<file path="config.mk">
export PLATFORM = sky130hd
export DESIGN_NAME = uart_reg_front
export DESIGN_NICKNAME = d
export VERILOG_FILES = /design/src/rtl/uart_reg_pkg.sv /design/src/rtl/uart_reg_decode.sv /design/src/rtl/uart_reg_fifo.sv /design/src/rtl/uart_reg_datapath.sv /design/src/rtl/uart_reg_front.sv
export SDC_FILE = /design/constraint.sdc
export NUM_CORES = 1
export LEC_CHECK = 0
export BUFFER_PORTS_ARGS = -buffer_cell sky130_fd_sc_hd__buf_2
export CAP_MARGIN = 30
export CORE_MARGIN = 2
export CORE_UTILIZATION = 54
export DETAILED_ROUTE_END_ITERATION = 8
export PLACE_DENSITY = 0.78
export SETUP_SLACK_MARGIN = 0.1
export SYNTH_ARGS = -nofsm -noshare
export SYNTH_HDL_FRONTEND = slang
export SYNTH_SLANG_ARGS = --single-unit
</file>
<file path="constraint.sdc">
create_clock -name clk -period 3.4 [get_ports clk]
set_clock_uncertainty 0.2 [all_clocks]
set_input_delay 0.68 -clock clk [delete_from_list [all_inputs] [get_ports clk]]
set_output_delay 0.68 -clock clk [all_outputs]
set_load 0.05 [all_outputs]
</file>
<file path="src/rtl/uart_reg_pkg.sv">
package uart_reg_pkg;

  localparam int BUS_W  = 32;
  localparam int ADDR_W = 8;
  localparam int BYTE_W = 8;

  // register byte addresses
  localparam logic [ADDR_W-1:0] OFF_DATA      = 8'h00;
  localparam logic [ADDR_W-1:0] OFF_DATA_LANE = 8'h03;
  localparam logic [ADDR_W-1:0] OFF_STATUS    = 8'h04;
  localparam logic [ADDR_W-1:0] OFF_CTRL      = 8'h08;
  localparam logic [ADDR_W-1:0] OFF_SCALER    = 8'h0C;

  // status bit positions
  localparam int ST_READY      = 0;
  localparam int ST_SHIFT_IDLE = 1;
  localparam int ST_TXQ_EMPTY  = 2;
  localparam int ST_OVERRUN    = 4;
  localparam int ST_TXQ_FULL   = 9;
  localparam int ST_RXQ_FULL   = 10;

  // control bit positions
  localparam int CT_RX_ON  = 0;
  localparam int CT_TX_ON  = 1;
  localparam int CT_RX_IRQ = 2;
  localparam int CT_TX_IRQ = 3;

  typedef enum logic [1:0] {
    SEL_ZERO   = 2'd0,
    SEL_DATA   = 2'd1,
    SEL_STATUS = 2'd2,
    SEL_CTRL   = 2'd3
  } rd_sel_e;

  // strobes from the decoder to the datapath
  typedef struct packed {
    logic readData;
    logic writeData;
    logic writeCtrl;
  } strobe_t;

endpackage

</file>
<file path="src/rtl/uart_reg_decode.sv">
module uart_reg_decode
  import uart_reg_pkg::*;
(
  input  logic              psel,
  input  logic              penable,
  input  logic              pwrite,
  input  logic [ADDR_W-1:0] paddr,
  output strobe_t           strobes,
  output rd_sel_e           rdSel
);

  rd_sel_e sel;
  logic    access;

  assign access = psel & penable;

  always_comb begin
    unique case (paddr)
      OFF_DATA, OFF_DATA_LANE: sel = SEL_DATA;
      OFF_STATUS:              sel = SEL_STATUS;
      OFF_CTRL:                sel = SEL_CTRL;
      OFF_SCALER:              sel = SEL_ZERO;
      default:                 sel = SEL_ZERO;
    endcase
  end

  always_comb begin
    strobes.readData  = access & ~pwrite & (sel == SEL_DATA);
    strobes.writeData = access &  pwrite & (sel == SEL_DATA);
    strobes.writeCtrl = access &  pwrite & (sel == SEL_CTRL);
  end

  assign rdSel = sel;

endmodule

</file>
<file path="src/rtl/uart_reg_fifo.sv">
module uart_reg_fifo #(
  parameter int DEPTH = 16,
  parameter int WIDTH = 8,
  localparam int PTR_W = $clog2(DEPTH),
  localparam int CNT_W = $clog2(DEPTH + 1)
) (
  input  logic             clk,
  input  logic             rstN,
  input  logic             push,
  input  logic [WIDTH-1:0] pushData,
  input  logic             pop,
  output logic [WIDTH-1:0] headData,
  output logic             empty,
  output logic             full,
  output logic [CNT_W-1:0] count
);

  logic [WIDTH-1:0] mem [DEPTH];
  logic [PTR_W-1:0] wrPtr, rdPtr, wrNext, rdNext;
  logic             doPush, doPop;

  assign empty  = (count == '0);
  assign full   = (count == CNT_W'(DEPTH));
  assign doPush = push & ~full;
  assign doPop  = pop & ~empty;

  generate
    if ((DEPTH & (DEPTH - 1)) == 0) begin : g_pow2
      assign wrNext = wrPtr + 1'b1;
      assign rdNext = rdPtr + 1'b1;
    end else begin : g_wrap
      assign wrNext = (wrPtr == PTR_W'(DEPTH - 1)) ? '0 : wrPtr + 1'b1;
      assign rdNext = (rdPtr == PTR_W'(DEPTH - 1)) ? '0 : rdPtr + 1'b1;
    end
  endgenerate

  always_ff @(posedge clk) begin
    if (doPush) mem[wrPtr] <= pushData;
  end

  always_ff @(posedge clk or negedge rstN) begin
    if (!rstN) begin
      wrPtr <= '0;
      rdPtr <= '0;
      count <= '0;
    end else begin
      if (doPush) wrPtr <= wrNext;
      if (doPop)  rdPtr <= rdNext;
      case ({doPush, doPop})
        2'b10:   count <= count + 1'b1;
        2'b01:   count <= count - 1'b1;
        default: count <= count;
      endcase
    end
  end

  assign headData = mem[rdPtr];

endmodule

</file>
<file path="src/rtl/uart_reg_datapath.sv">
module uart_reg_datapath
  import uart_reg_pkg::*;
#(
  parameter int DEPTH = 16
) (
  input  logic              clk,
  input  logic              rstN,
  input  strobe_t           strobes,
  input  rd_sel_e           rdSel,
  input  logic [BUS_W-1:0]  pwdata,
  output logic [BUS_W-1:0]  prdata,
  input  logic              rxValid,
  input  logic [BYTE_W-1:0] rxData,
  output logic              rxReady,
  output logic              txValid,
  output logic [BYTE_W-1:0] txData,
  output logic              irq
);

  localparam int CNT_W = $clog2(DEPTH + 1);

  logic [BUS_W-1:0]  ctrlReg;
  logic [BUS_W-1:0]  statusWord;
  logic              dataReady;
  logic              rxAccept, txSend, doPop;
  logic [BYTE_W-1:0] headData;
  logic              fifoEmpty, fifoFull;
  logic [CNT_W-1:0]  fifoCount;

  assign rxAccept = rxValid & ~fifoFull & ctrlReg[CT_RX_ON];
  assign txSend   = strobes.writeData & ctrlReg[CT_TX_ON];
  assign doPop    = strobes.readData & ~fifoEmpty;
  assign rxReady  = ~fifoFull;

  uart_reg_fifo #(.DEPTH(DEPTH), .WIDTH(BYTE_W)) u_rxq (
    .clk      (clk),
    .rstN     (rstN),
    .push     (rxAccept),
    .pushData (rxData),
    .pop      (doPop),
    .headData (headData),
    .empty    (fifoEmpty),
    .full     (fifoFull),
    .count    (fifoCount)
  );

  always_ff @(posedge clk or negedge rstN) begin
    if (!rstN) begin
      ctrlReg   <= '0;
      dataReady <= 1'b0;
      txValid   <= 1'b0;
      txData    <= '0;
      irq       <= 1'b0;
    end else begin
      if (strobes.writeCtrl) ctrlReg <= pwdata;
      if (rxAccept)
        dataReady <= 1'b1;
      else if (strobes.readData && fifoCount <= CNT_W'(1))
        dataReady <= 1'b0;
      txValid <= txSend;
      if (txSend) txData <= pwdata[BYTE_W-1:0];
      irq <= (rxAccept & ctrlReg[CT_RX_IRQ]) | (txSend & ctrlReg[CT_TX_IRQ]);
    end
  end

  always_comb begin
    statusWord                = '0;
    statusWord[ST_READY]      = dataReady;
    statusWord[ST_SHIFT_IDLE] = 1'b1;
    statusWord[ST_TXQ_EMPTY]  = 1'b1;
    statusWord[ST_OVERRUN]    = 1'b0;
    statusWord[ST_TXQ_FULL]   = 1'b0;
    statusWord[ST_RXQ_FULL]   = fifoFull;
  end

  always_comb begin
    unique case (rdSel)
      SEL_DATA:   prdata = fifoEmpty ? '0 : {{(BUS_W-BYTE_W){1'b0}}, headData};
      SEL_STATUS: prdata = statusWord;
      SEL_CTRL:   prdata = ctrlReg;
      default:    prdata = '0;
    endcase
  end

endmodule

</file>
<file path="src/rtl/uart_reg_front.sv">
module uart_reg_front
  import uart_reg_pkg::*;
#(
  parameter int DEPTH = 16
) (
  input  logic        clk,
  input  logic        rstN,
  input  logic        psel,
  input  logic        penable,
  input  logic        pwrite,
  input  logic [7:0]  paddr,
  input  logic [31:0] pwdata,
  output logic [31:0] prdata,
  output logic        pready,
  output logic        pslverr,
  input  logic        rxValid,
  input  logic [7:0]  rxData,
  output logic        rxReady,
  output logic        txValid,
  output logic [7:0]  txData,
  output logic        irq
);

  strobe_t strobes;
  rd_sel_e rdSel;

  assign pready  = 1'b1;
  assign pslverr = 1'b0;

  uart_reg_decode u_dec (
    .psel    (psel),
    .penable (penable),
    .pwrite  (pwrite),
    .paddr   (paddr),
    .strobes (strobes),
    .rdSel   (rdSel)
  );

  uart_reg_datapath #(.DEPTH(DEPTH)) u_dp (
    .clk     (clk),
    .rstN    (rstN),
    .strobes (strobes),
    .rdSel   (rdSel),
    .pwdata  (pwdata),
    .prdata  (prdata),
    .rxValid (rxValid),
    .rxData  (rxData),
    .rxReady (rxReady),
    .txValid (txValid),
    .txData  (txData),
    .irq     (irq)
  );

endmodule

</file>
=== Word-level counts from Yosys, hierarchy flattened ===
Memory sizes are Yosys's and may differ from the RTL's.
Index checks and enable logic that the tools add are counted.

* Add/sub/neg operators: 4
* Magnitude comparators: 1
* Equal/unequal tests: 9
* Multiplexer cells: 8
* Bitwise logic cells: 18
* Reduce and logical (&&, ||, !) cells: 6

{| class="wikitable"
|+ Operator list
! cell !! number
|-
| $pmux W32 S3 || 1
|-
| $and A1 B1 Y1 || 14
|-
| $pmux W5 S2 || 1
|-
| $add A4 B1 Y4 const B || 2
|-
| $eq A8 B2 Y1 const B || 1
|-
| $eq A8 B3 Y1 const B || 1
|-
| $eq A8 B4 Y1 const B || 1
|-
| $logic_not A8 Y1 || 1
|-
| $mux W8 || 1
|-
| $eq A2 B2 Y1 const B || 3
|-
| $pmux W2 S3 || 1
|-
| $add A5 B1 Y5 const B || 1
|-
| $eq A5 B5 Y1 const B || 1
|-
| $le A5 B1 Y1 const B || 1
|-
| $logic_not A5 Y1 || 1
|-
| $sub A5 B1 Y5 const B || 1
|-
| $eq A2 B1 Y1 const B || 2
|-
| $mux W1 || 4
|-
| $reduce_bool A2 Y1 || 2
|-
| $not A1 Y1 || 3
|-
| $reduce_or A2 Y1 || 1
|-
| $logic_and A1 B1 Y1 || 1
|-
| $or A1 B1 Y1 || 1
|}

* Register bits: 56
* Bits in writable memories: 128
* Input port bits: 54
* Output and inout bits: 45
* Word-level logic and storage cells: 55
* Memories: 1

{| class="wikitable"
|+ Memories
! memory !! depth !! width !! read ports !! clocked after Yosys merged registers in !! write ports !! line !! RTL
|-
| u_dp.u_rxq.mem || 16 || 8 || 1 || 0 || 1 || uart_reg_fifo.sv:18 || <nowiki>logic [WIDTH-1:0] mem [DEPTH];</nowiki>
|}

=== Logic depth before layout (Yosys ltp) ===
Gate-level depths: netlist (run 1).

* Depth in word-level cells: 9
* Gate-level depth with buffers: 10

=== Cells and area by module ===
From an unflattened synthesis (run 1), not the netlist that was laid out.

* Cell total of the unflattened synthesis: 501
* Area, all modules: 7,873.8 um2

{| class="wikitable"
|+ Modules (own cells, without submodules)
! module !! instances !! cells each !! area an instance (um2) !! sequential area each (um2)
|-
| uart_reg_fifo || 1 || 332 || 5,779.3 || 4,169.0
|-
| uart_reg_datapath || 1 || 152 || 1,971.9 || 1,076.0
|-
| uart_reg_decode || 1 || 13 || 100.1 || 0.0
|-
| uart_reg_front || 1 || 4 || 22.5 || 0.0
|}

=== Least setup slack after synthesis (run 1) ===
No wires, ideal clock.

* Path type: in2out
* Start point: in paddr[5]
* End point: out prdata[10]
* Arrival time: 2.370 ns
* Data required time: 2.520 ns
* Setup slack: 0.150 ns
* Stages on the path: 3
* Buffers on the path: 0
* Cells stage by stage: or4_4 or3_1 a21oi_1

* Longest elaborated chain between the ends: 5
* Elaborated cells between the ends (all ways): 10
* Classes of those cells: eq/ne: 6; mux: 2; reduce/logical: 2

{| class="wikitable"
|+ Ends and longest elaborated chain
! element !! line !! RTL
|-
| start, declared || uart_reg_front.sv:11 || <nowiki>input logic [7:0] paddr,</nowiki>
|-
| $eq A8 B2 Y1 or $logic_not A8 Y1 (tied branches) || uart_reg_decode.sv:18 || <nowiki>unique case (paddr)</nowiki>
|-
| $reduce_or A2 Y1 || uart_reg_decode.sv:18 ||
|-
| $pmux W2 S3 * || uart_reg_decode.sv:18 ||
|-
| $eq A2 B2 Y1 or $eq A2 B1 Y1 (tied branches) || uart_reg_datapath.sv:77 || <nowiki>unique case (rdSel)</nowiki>
|-
| $pmux W32 S3 * || uart_reg_datapath.sv:77 ||
|-
| end, declared || uart_reg_front.sv:13 || <nowiki>output logic [31:0] prdata,</nowiki>
|}

Mark *: on every way between the ends. The rest lies on a longest branch, timed or not.

=== Worst setup path in the final report (run 1) ===
* Start point: reg u_dp.u_rxq.rdPtr[2]
* End point: out prdata[1]

* Longest elaborated chain between the ends: 3

{| class="wikitable"
|+ Ends and longest elaborated chain
! element !! line !! RTL
|-
| start, declared || uart_reg_fifo.sv:19 || <nowiki>logic [PTR_W-1:0] wrPtr, rdPtr, wrNext, rdNext;</nowiki>
|-
| start signal, assigned || uart_reg_fifo.sv:48 || <nowiki>if (doPop) rdPtr <= rdNext;</nowiki>
|-
| $mem_v2 Z16 W8 || - ||
|-
| $mux W8 || uart_reg_datapath.sv:78 || <nowiki>SEL_DATA: prdata = fifoEmpty ? '0 : {{(BUS_W-BYTE_W){1'b0}}, headData};</nowiki>
|-
| $pmux W32 S3 || uart_reg_datapath.sv:77 ||
|}

No other way between the ends.

==> impl_metrics.prom, run 1 <==
# TYPE chip_impl_metric gauge
chip_impl_metric{name="fin_crit",unit="ns"} 3.39
chip_impl_metric{name="design.final.nets",unit=""} 641
chip_impl_metric{name="synth_sequential_area_ratio",unit=""} 0.672
chip_impl_metric{name="leakage",unit="nW"} 3.80
chip_impl_metric{name="port-buffer-count",unit=""} 96
chip_impl_metric{name="overflow",unit=""} 0
chip_impl_info{name="grt_setup_unrepaired",value="yes"} 1
chip_impl_metric{name="finalSetupViolations",unit=""} 0
chip_impl_info{name="endpoint_kind",value="output port"} 1
chip_impl_metric{name="boundaryPins",unit=""} 99
chip_impl_metric{name="antenna_cells_inserted",unit=""} 0
chip_impl_metric{name="slew_violations",unit=""} 0
chip_impl_metric{name="postRouteAntennaNets",unit=""} 0
chip_impl_metric{name="required_arrival_time_at_the_worst_endpoint",unit="ns"} 2.52
chip_impl_metric{name="timing_worst_slew_pin_value",unit="ns"} 0.677
chip_impl_metric{name="yosys_warnings",unit=""} 0
chip_impl_metric{name="synthesized_instance_count",unit=""} 445
chip_impl_metric{name="first_drt_iteration_drcs",unit=""} 461
chip_impl_metric{name="final.period_utilization",unit=""} 0.996
chip_impl_info{name="synth-main-ff-cell",value="sky130_fd_sc_hd__edfxtp_1"} 1
chip_impl_metric{name="grt_pass1_vias",unit=""} 4635
chip_impl_metric{name="postSynth.asyncResetShare",unit=""} 0.304
chip_impl_metric{name="synth.top_cell.area_share",unit=""} 0.492
chip_impl_metric{name="clk_latency",unit="ns"} 0.43
chip_impl_metric{name="clockBufferDepth",unit=""} 2
chip_impl_metric{name="rows",unit=""} 43
chip_impl_metric{name="die_height",unit="µm"} 124
chip_impl_metric{name="synth_fp_nets",unit=""} 509
chip_impl_info{name="cts_tree",value="built"} 1
chip_impl_info{name="synth.top_cells.by_area",value="sky130_fd_sc_hd__edfxtp_1, sky130_fd_sc_hd__dfrtp_1, sky130_fd_sc_hd__mux4_2"} 1
chip_impl_metric{name="routabilityCongestion",unit=""} 0.876
chip_impl_metric{name="first_pass_grt_wire_length",unit="mm"} 26.6
chip_impl_metric{name="h-tree-depth",unit=""} 4
chip_impl_info{name="hp-class",value="in2async"} 1
chip_impl_metric{name="arrival",unit="ns"} 2.51
chip_impl_info{name="most_frequent_cell_on_the_critical_path",value="sky130_fd_sc_hd__buf_6"} 1
chip_impl_metric{name="die_w",unit="µm"} 124
chip_impl_metric{name="power",unit="W"} 0.00448
chip_impl_metric{name="detail_route.drc_violations",unit=""} 0
chip_impl_metric{name="vdd_drop_max",unit="µV"} 511
chip_impl_metric{name="cts_num_sinks",unit=""} 184
chip_impl_info{name="outcome",value="completed"} 1
chip_impl_info{name="worst_setup_path_start_kind",value="flop"} 1
chip_impl_metric{name="finalInstanceArea",unit="µm²"} 9470
chip_impl_info{name="worst-setup-path-type",value="reg2out"} 1
chip_impl_metric{name="r2r_cells",unit=""} 7
chip_impl_info{name="worst_path_max_delay_cell",value="sky130_fd_sc_hd__mux4_2"} 1
chip_impl_metric{name="growth_of_design_area_from_synthesis_to_finish",unit="%"} 21.3
chip_impl_metric{name="initial_antenna_violation_count",unit=""} 1
chip_impl_metric{name="crit_path_max_fanout",unit=""} 4
chip_impl_metric{name="cap_viol_max_count",unit=""} 0
chip_impl_metric{name="post_dp_area",unit="µm²"} 8620
chip_impl_metric{name="coreArea",unit="µm²"} 14000
chip_impl_metric{name="maximum_number_of_pins_on_one_net_before_global_route_repair",unit=""} 32
chip_impl_metric{name="clkTransAtPathRegs",unit="ns"} 0.06
chip_impl_metric{name="clock.fmax",unit="MHz"} 295
chip_impl_metric{name="syn_area_per_cell",unit="µm²"} 17.5
chip_impl_metric{name="die-area",unit="µm²"} 15400
chip_impl_metric{name="routed_wire_length_per_instance",unit="µm"} 22.7
chip_impl_metric{name="synth-edff-count",unit=""} 128
chip_impl_metric{name="relSlewSlack",unit=""} 0.548
chip_impl_metric{name="critical_path_cell_count",unit=""} 6
chip_impl_metric{name="place_ws",unit="ns"} 0.124
chip_impl_info{name="synth.largest_area_cell",value="sky130_fd_sc_hd__edfxtp_1"} 1
chip_impl_metric{name="mappedNetlistArea",unit="µm²"} 7810
chip_impl_metric{name="netlist-cell-type-count",unit=""} 46
chip_impl_metric{name="final.setup.worst_slack",unit="ns"} 0.0134
chip_impl_metric{name="timing.final.hold_violations",unit=""} 0
chip_impl_metric{name="dr.pass1.iters",unit=""} 5
chip_impl_metric{name="p_per_area",unit="nW/µm²"} 473
chip_impl_info{name="critical-path-top-delay-family",value="multiplexers"} 1
chip_impl_info{name="cells_along_the_critical_path",value="buf_6 -> buf_16 -> mux4_2 -> mux2_4 -> a221o_1 -> buf_6"} 1
chip_impl_metric{name="via_per_inst",unit=""} 5.94
chip_impl_metric{name="global_route_usage_sum",unit=""} 0.230
chip_impl_metric{name="initial_utilization",unit=""} 0.558
chip_impl_metric{name="slowest_delay",unit="ns"} 0.52
chip_impl_metric{name="n_fill_cell",unit=""} 890
chip_impl_info{name="cts.root.buffer_cell",value="sky130_fd_sc_hd__clkbuf_16"} 1
chip_impl_metric{name="overall_routed_net_length",unit="mm"} 17.4
chip_impl_metric{name="dpl.hpwl",unit="mm"} 10.9
chip_impl_metric{name="cts-buffers-inserted",unit=""} 17
chip_impl_metric{name="drive_gt1_frac",unit=""} 0.441
chip_impl_metric{name="critical_path.n_buffers_inverters",unit=""} 3
chip_impl_metric{name="yosys_register_bits",unit=""} 184
chip_impl_metric{name="detailroute.via_count",unit=""} 4570
## registers in the layout, indices dropped and copies added, names as in the netlist
| register | flops |
|---|---|
| u_dp.u_rxq.rdPtr | 4 |
| u_dp.txValid | 1 |
| u_dp.u_rxq.wrPtr | 4 |
| u_dp.txData | 8 |
| u_dp.dataReady | 1 |
| u_dp.u_rxq.count | 5 |
| u_dp.u_rxq.mem | 128 |
| u_dp.irq | 1 |
| u_dp.ctrlReg | 32 |
## final timing paths
path                                            startpoint                             end  slack (ns)
max                        u_dp.u_rxq.rdPtr[2]$_DFFE_PN0P_                       prdata[1]        0.01
min                                                   rstN     u_dp.ctrlReg[0]$_DFFE_PN0P_        0.08
max reg2reg                u_dp.u_rxq.count[0]$_DFFE_PN0P_  u_dp.u_rxq.mem[4][1]$_DFFE_PP_        0.82
min reg2reg                   u_dp.ctrlReg[13]$_DFFE_PN0P_    u_dp.ctrlReg[13]$_DFFE_PN0P_        0.30
max in group asynchronous                             rstN    u_dp.ctrlReg[15]$_DFFE_PN0P_        2.25
min in group clk                                pwdata[12]    u_dp.ctrlReg[12]$_DFFE_PN0P_        0.28
## power breakdown
group          internal (W)  switching [W]
logic             0.0000751       0.000103
registers           0.00242      0.0000210
clock network       0.00102       0.000843
## cell usage in the layout, fill, tap and decap left out, types with 4 or more instances in the layout
cell	instances
sky130_fd_sc_hd__o21ai_0	4
sky130_fd_sc_hd__xor2_1	5
sky130_fd_sc_hd__ha_1	9
sky130_fd_sc_hd__mux4_2	30
sky130_fd_sc_hd__nor3_1	10
sky130_fd_sc_hd__mux2i_1	5
sky130_fd_sc_hd__a21oi_1	7
sky130_fd_sc_hd__and2_1	24
sky130_fd_sc_hd__nand4_1	4
sky130_fd_sc_hd__buf_4	30
sky130_fd_sc_hd__mux2_2	19
sky130_fd_sc_hd__clkbuf_16	18
sky130_fd_sc_hd__nor2_1	21
sky130_fd_sc_hd__dfrtp_1	53
sky130_fd_sc_hd__mux2_4	33
sky130_fd_sc_hd__inv_6	5
sky130_fd_sc_hd__nand2_1	10
sky130_fd_sc_hd__buf_2	88
sky130_fd_sc_hd__a221o_1	7
sky130_fd_sc_hd__inv_1	7
sky130_fd_sc_hd__buf_6	10
sky130_fd_sc_hd__xnor2_1	7
sky130_fd_sc_hd__edfxtp_1	128
## what timing repair did
item                                    4_1_cts  5_1_grt
setup buffers                                 6        3
hold buffers                                  0        0
pin swaps                                     3        3
resized for setup                            30        5
cloned                                        3        1
endpoints found under the setup margin        8        8
## worst reg2reg max path, stage by stage (launching register included)
cell                        delay [ns]
sky130_fd_sc_hd__dfrtp_2          0.37
sky130_fd_sc_hd__inv_1            0.06
sky130_fd_sc_hd__ha_2             0.20
sky130_fd_sc_hd__nand4bb_1        0.13
sky130_fd_sc_hd__and3_1           0.47
sky130_fd_sc_hd__nand2_1          0.20
sky130_fd_sc_hd__nor2_1           0.43
sky130_fd_sc_hd__buf_4            0.25
## final cells by class
class,count,area [µm²],area share
Clock buffer,20,437,0.0461
Clock inverter,11,113,0.0119
Inverter,7,26.3,0.00277
Multi-Input combinational cell,232,2470,0.261
Sequential cell,184,5250,0.554
Tap cell,180,225,0.0238
Timing Repair Buffer,135,946,0.0999
## metal layers
layer  GRT usage  vias to the layer above  wire length (µm)
li1            -                     1978                 -
met5           0                        -                 0
met4      0.0939                        0               401
met2       0.373                      196              8800
met3      0.0615                       25              1150
met1       0.298                     2371              7090
## cells in the mapped netlist (5+ instances only)
cell type                  count
sky130_fd_sc_hd__a21oi_1       7
sky130_fd_sc_hd__a221o_1       7
sky130_fd_sc_hd__and2_1       24
sky130_fd_sc_hd__clkbuf_1     10
sky130_fd_sc_hd__dfrtp_1      56
sky130_fd_sc_hd__edfxtp_1    128
sky130_fd_sc_hd__ha_1         10
sky130_fd_sc_hd__inv_1         7
sky130_fd_sc_hd__mux2_2       22
sky130_fd_sc_hd__mux2_4       30
sky130_fd_sc_hd__mux2i_1       8
sky130_fd_sc_hd__mux4_2       30
sky130_fd_sc_hd__nand2_1      10
sky130_fd_sc_hd__nor2_1       21
sky130_fd_sc_hd__nor3_1       11
sky130_fd_sc_hd__xnor2_1       7
sky130_fd_sc_hd__xor2_1        5
## metrics by stage
| stage | hold slack (ns) | TNS [ns] | util | cells |
|---|---|---|---|---|
| 3_3_place_gp | 0.278 | 0 | 0.616 | 725 |
| 5_1_grt | 0.135 | -0.0807 | 0.677 | 769 |
| 3_5_place_dp | 0.287 | 0 | 0.616 | 725 |
| 4_1_cts | 0.101 | 0 | 0.672 | 765 |
| 2_1_floorplan | 0.184 | 0 | - | 445 |
| 6_report | 0.0849 | 0 | 0.677 | 769 |
## kinds of logic after synthesis
| family | Yosys count | share of synthesized area |
|---|---|---|
| flip-flops | 184 | 0.672 |
| AND/OR/NAND/NOR | 94 | 0.0699 |
| multiplexers | 90 | 0.186 |
| buffers and inverters | 29 | 0.0192 |
| AO/OA/AOI/OAI | 24 | 0.0224 |
| XOR/XNOR | 12 | 0.0135 |
| adder cells (fa/ha/maj) | 10 | 0.0160 |
| other | 2 | 0.000962 |
Note: power is estimated with default switching activity, not from simulation.
==> inputs of run 2 (changes only) <==
Settings changed: SYNTH_HIERARCHICAL set to 1.
==> run 2 against run 1 <==
  * The flow now finishes with violations (setup timing)
  * Global-route usage decreased by 0.65 points
  * Power increased by 2.3%
  * Flip-flop and latch count unchanged
  * Highest routed layer unchanged
  * Fmax decreased by 2.3%
  * Largest power group unchanged
  * Cell area increased by 5.1%
  * Clock power about the same
  * Area after synthesis increased by 0.85%
  * First-iteration DRC count decreased by 23%
  * Core utilization increased by 1.5 points
  * Via count increased by 5.3%
  * Routed wire length decreased by 2.0%
  * Critical endpoint is now prdata[5]
  * Critical path depth increased by 2
==> impl_metrics.prom, run 2 <==
# TYPE chip_impl_metric gauge
chip_impl_info{name="outcome",value="finished, violations left"} 1
chip_impl_info{name="failed_checks",value="setup timing"} 1
chip_impl_metric{name="place_ws",unit="ns"} -0.336
chip_impl_metric{name="clock.fmax",unit="MHz"} 288
chip_impl_metric{name="clock_power_share",unit=""} 0.412
chip_impl_metric{name="initial_utilization",unit=""} 0.548
chip_impl_metric{name="synth-edff-count",unit=""} 128
chip_impl_info{name="synth-main-ff-cell",value="sky130_fd_sc_hd__edfxtp_1"} 1
chip_impl_info{name="worst-setup-path-type",value="reg2out"} 1
chip_impl_metric{name="netlist-cell-type-count",unit=""} 53
chip_impl_info{name="hp-class",value="in2async"} 1
chip_impl_metric{name="via_per_inst",unit=""} 5.76
chip_impl_info{name="synth.largest_area_cell",value="sky130_fd_sc_hd__edfxtp_1"} 1
chip_impl_metric{name="boundaryPins",unit=""} 99
chip_impl_metric{name="fin_crit",unit="ns"} 3.47
chip_impl_metric{name="cap_viol_max_count",unit=""} 0
chip_impl_metric{name="maximum_number_of_pins_on_one_net_before_global_route_repair",unit=""} 57
chip_impl_metric{name="cts-buffers-inserted",unit=""} 17
chip_impl_metric{name="synth.top_cell.area_share",unit=""} 0.488
chip_impl_info{name="layout.cells.most_common",value="sky130_fd_sc_hd__edfxtp_1"} 1
chip_impl_metric{name="routabilityCongestion",unit=""} 0.833
chip_impl_metric{name="detailroute.via_count",unit=""} 4814
chip_impl_metric{name="die-area",unit="µm²"} 15600
chip_impl_metric{name="dr.pass1.iters",unit=""} 4
chip_impl_metric{name="postRouteAntennaNets",unit=""} 0
chip_impl_metric{name="syn_area_per_cell",unit="µm²"} 15.7
chip_impl_metric{name="non_filler_instances",unit=""} 836
chip_impl_metric{name="relSlewSlack",unit=""} 0.514
chip_impl_metric{name="port-buffer-count",unit=""} 96
chip_impl_info{name="registers.top_by_ff_count",value="u_dp/u_rxq/mem"} 1
chip_impl_metric{name="mappedNetlistArea",unit="µm²"} 7870
chip_impl_metric{name="clockBufferDepth",unit=""} 2
chip_impl_metric{name="first_drt_iteration_drcs",unit=""} 353
chip_impl_metric{name="switching_power",unit="W"} 0.000908
chip_impl_metric{name="crit_path_max_fanout",unit=""} 14
chip_impl_metric{name="routed_wire_length_per_instance",unit="µm"} 20.4
chip_impl_metric{name="die_w",unit="µm"} 125
chip_impl_metric{name="cell_internal_power_dissipation",unit="W"} 0.00367
chip_impl_metric{name="final.period_utilization",unit=""} 1.02
chip_impl_metric{name="yosys_warnings",unit=""} 6
chip_impl_metric{name="clk_latency",unit="ns"} 0.42
chip_impl_metric{name="growth_of_design_area_from_synthesis_to_finish",unit="%"} 26.4
chip_impl_metric{name="required_arrival_time_at_the_worst_endpoint",unit="ns"} 2.52
chip_impl_metric{name="cts_num_sinks",unit=""} 184
chip_impl_metric{name="h-tree-depth",unit=""} 4
chip_impl_metric{name="compound_gate_portion_of_the_synthesized_area",unit=""} 0.0493
chip_impl_metric{name="post-route-util",unit=""} 0.692
chip_impl_metric{name="synth_adder_area_share",unit=""} 0.0168
chip_impl_metric{name="first_pass_grt_wire_length",unit="mm"} 26.7
chip_impl_metric{name="antenna_cells_inserted",unit=""} 0
chip_impl_metric{name="multiplexer_fraction_of_the_synthesized_cell_area",unit=""} 0.149
chip_impl_metric{name="clkTransAtPathRegs",unit="ns"} 0.06
chip_impl_info{name="endpoint_kind",value="output port"} 1
chip_impl_metric{name="die_height",unit="µm"} 125
chip_impl_info{name="cts_tree",value="built"} 1
chip_impl_metric{name="synth_fp_nets",unit=""} 565
chip_impl_metric{name="global_route_usage_sum",unit=""} 0.224
chip_impl_metric{name="synthesized_instance_count",unit=""} 501
chip_impl_metric{name="synth_sequential_area_ratio",unit=""} 0.666
chip_impl_metric{name="overall_routed_net_length",unit="mm"} 17.1
chip_impl_metric{name="grt_pass1_vias",unit=""} 5002
chip_impl_metric{name="detail_route.drc_violations",unit=""} 0
chip_impl_metric{name="swShare",unit=""} 0.198
chip_impl_metric{name="power.combinational.fraction",unit=""} 0.054
chip_impl_info{name="netlist_top_cells_count",value="sky130_fd_sc_hd__edfxtp_1, sky130_fd_sc_hd__dfrtp_1, sky130_fd_sc_hd__mux2_2, sky130_fd_sc_hd__mux2i_1, sky130_fd_sc_hd__nand2_1"} 1
chip_impl_metric{name="drive_gt1_frac",unit=""} 0.468
chip_impl_metric{name="vdd_drop_max",unit="µV"} 621
chip_impl_info{name="worst_setup_path_start_kind",value="flop"} 1
chip_impl_info{name="synth_top_family_by_area",value="multiplexers"} 1
chip_impl_info{name="cts.root.buffer_cell",value="sky130_fd_sc_hd__clkbuf_16"} 1
chip_impl_metric{name="yosys_register_bits",unit=""} 184
chip_impl_metric{name="slew_violations",unit=""} 0
chip_impl_info{name="most-common-layout-cells",value="sky130_fd_sc_hd__edfxtp_1, sky130_fd_sc_hd__buf_2, sky130_fd_sc_hd__dfrtp_1"} 1
chip_impl_metric{name="leakage",unit="nW"} 3.97
chip_impl_metric{name="post_synth_and_or_nand_nor_area_fraction",unit=""} 0.0733
chip_impl_metric{name="postSynth.asyncResetShare",unit=""} 0.304
chip_impl_info{name="reg_top3",value="u_dp/u_rxq/mem x128, u_dp/ctrlReg x32, u_dp/txData x8"} 1
chip_impl_metric{name="overflow",unit=""} 0
chip_impl_info{name="synth.top_cells.by_area",value="sky130_fd_sc_hd__edfxtp_1, sky130_fd_sc_hd__dfrtp_1, sky130_fd_sc_hd__mux2_2"} 1
chip_impl_info{name="grt_setup_unrepaired",value="yes"} 1
chip_impl_metric{name="sequentialPowerShare",unit=""} 0.534
chip_impl_metric{name="timing_worst_slew_pin_value",unit="ns"} 0.729
chip_impl_metric{name="finalSetupViolations",unit=""} 6
chip_impl_info{name="most_frequently_used_cell_type_in_the_post_synthesis_netlist",value="sky130_fd_sc_hd__edfxtp_1"} 1
chip_impl_metric{name="place_inst",unit=""} 790
chip_impl_metric{name="coreArea",unit="µm²"} 14400
chip_impl_metric{name="yosys.area_share.xor_xnor",unit=""} 0.0133
chip_impl_metric{name="p_per_area",unit="nW/µm²"} 460
chip_impl_metric{name="design.final.nets",unit=""} 705
chip_impl_metric{name="initial_antenna_violation_count",unit=""} 0
chip_impl_metric{name="timing.final.hold_violations",unit=""} 0
chip_impl_metric{name="dpl.hpwl",unit="mm"} 10.8
chip_impl_metric{name="rows",unit=""} 44
chip_impl_metric{name="final.setup.worst_slack",unit="ns"} -0.0671
chip_impl_metric{name="largest_reg_flops",unit=""} 128
chip_impl_metric{name="arrival",unit="ns"} 2.59
-- run 2: cell count changes in the layout (fill, tap and decap cells not counted), moves of 7 or more --
cell,delta
sky130_fd_sc_hd__mux4_2,-14
sky130_fd_sc_hd__buf_4,+18
sky130_fd_sc_hd__mux2i_1,+19
sky130_fd_sc_hd__and3_2,+23
sky130_fd_sc_hd__a221o_1,-7
sky130_fd_sc_hd__nand2_1,+15
sky130_fd_sc_hd__o21ai_0,+12
sky130_fd_sc_hd__nor2_1,-9
sky130_fd_sc_hd__buf_2,-23
sky130_fd_sc_hd__buf_6,+15
sky130_fd_sc_hd__and2_1,-23
sky130_fd_sc_hd__mux2_4,-31
sky130_fd_sc_hd__mux2_2,+26
-- run 2: layout make-up --
class | count | area (µm²)
Clock buffer | 19 | 433
Fill cell | 893 | 4420
Inverter | 10 | 40.0
Timing Repair Buffer | 152 | 1230
Sequential cell | 184 | 5250
Clock inverter | 11 | 133
Tap cell | 184 | 230
Multi-Input combinational cell | 276 | 2630
-- run 2: cell families after synthesis --
logic type,count (synthesis)
other,2
adders and majority gates,10
AOI/OAI and AO/OA,60
and+or+nand+nor,101
buffers and inverters,41
muxes,91
DFF,184
xor gates and xnor gates,12
-- run 2: power by group through the flow --
stage | Clock [W] | Sequential, W | Combinational (W)
after detailed placement | 0 | 0.00249 | 0.000221
after CTS | 0.00191 | 0.00245 | 0.000234
after global routing | 0.00200 | 0.00245 | 0.000270
after floorplan | 0 | 0.00248 | 0.000127
final | 0.00189 | 0.00245 | 0.000246
after global placement | 0 | 0.00249 | 0.000210
-- run 2: final timing paths --
check | start | endpoint | slack (ns) | cells past startpoint
worst max-delay path | u_dp/u_rxq/rdPtr[0]$_DFFE_PN0P_ | prdata[5] | -0.07 | 8
worst min-delay path | rstN | u_dp/ctrlReg[27]$_DFFE_PN0P_ | 0.19 | 2
worst max register to register | u_dp/u_rxq/count[1]$_DFFE_PN0P_ | u_dp/u_rxq/count[4]$_DFFE_PN0P_ | 0.25 | 14
worst min register to register | u_dp/ctrlReg[14]$_DFFE_PN0P_ | u_dp/ctrlReg[14]$_DFFE_PN0P_ | 0.29 | 1
max in group asynchronous | rstN | u_dp/u_rxq/rdPtr[0]$_DFFE_PN0P_ | 2.28 | 2
min in group clk | pwdata[14] | u_dp/ctrlReg[14]$_DFFE_PN0P_ | 0.29 | 2
-- run 2: critical path: stages, from the launching register on --
cell and delay, ns:
sky130_fd_sc_hd__dfrtp_2 0.49, sky130_fd_sc_hd__buf_12 0.19, sky130_fd_sc_hd__mux2i_2 0.17, sky130_fd_sc_hd__a221oi_2 0.36
sky130_fd_sc_hd__a22oi_2 0.13, sky130_fd_sc_hd__nand2_1 0.09, sky130_fd_sc_hd__or3b_4 0.40, sky130_fd_sc_hd__a21boi_4 0.17
sky130_fd_sc_hd__buf_8 0.16
-- run 2: repair_timing --
| action | CTS | global route |
|---|---|---|
| setup endpoints to repair | 10 | 33 |
| buffers inserted | 3 | 11 |
| resized for setup | 74 | 16 |
| pin swaps | 4 | 5 |
| gates cloned | 1 | 1 |
| hold buffers | 0 | 0 |
-- run 2: stage by stage --
step           TNS (ns)  hold slack [ns]  power [W]  instance area, µm²
6_report         -0.155            0.188    0.00458                9950
5_1_grt          -0.883            0.260    0.00472                9950
4_1_cts          -0.136            0.213    0.00459                9800
3_5_place_dp     -0.435            0.269    0.00271                8900
3_3_place_gp     -0.235            0.262    0.00270                8900
2_1_floorplan    -0.124            0.184    0.00261                8000
-- run 2: layer usage --
layer | global-route usage | wire length, µm | vias up
met1 | 0.281 | 6750 | 2417
met5 | 0 | 0 | -
li1 | - | - | 2175
met3 | 0.0584 | 1250 | 22
met2 | 0.384 | 8790 | 200
met4 | 0.0681 | 302 | 0
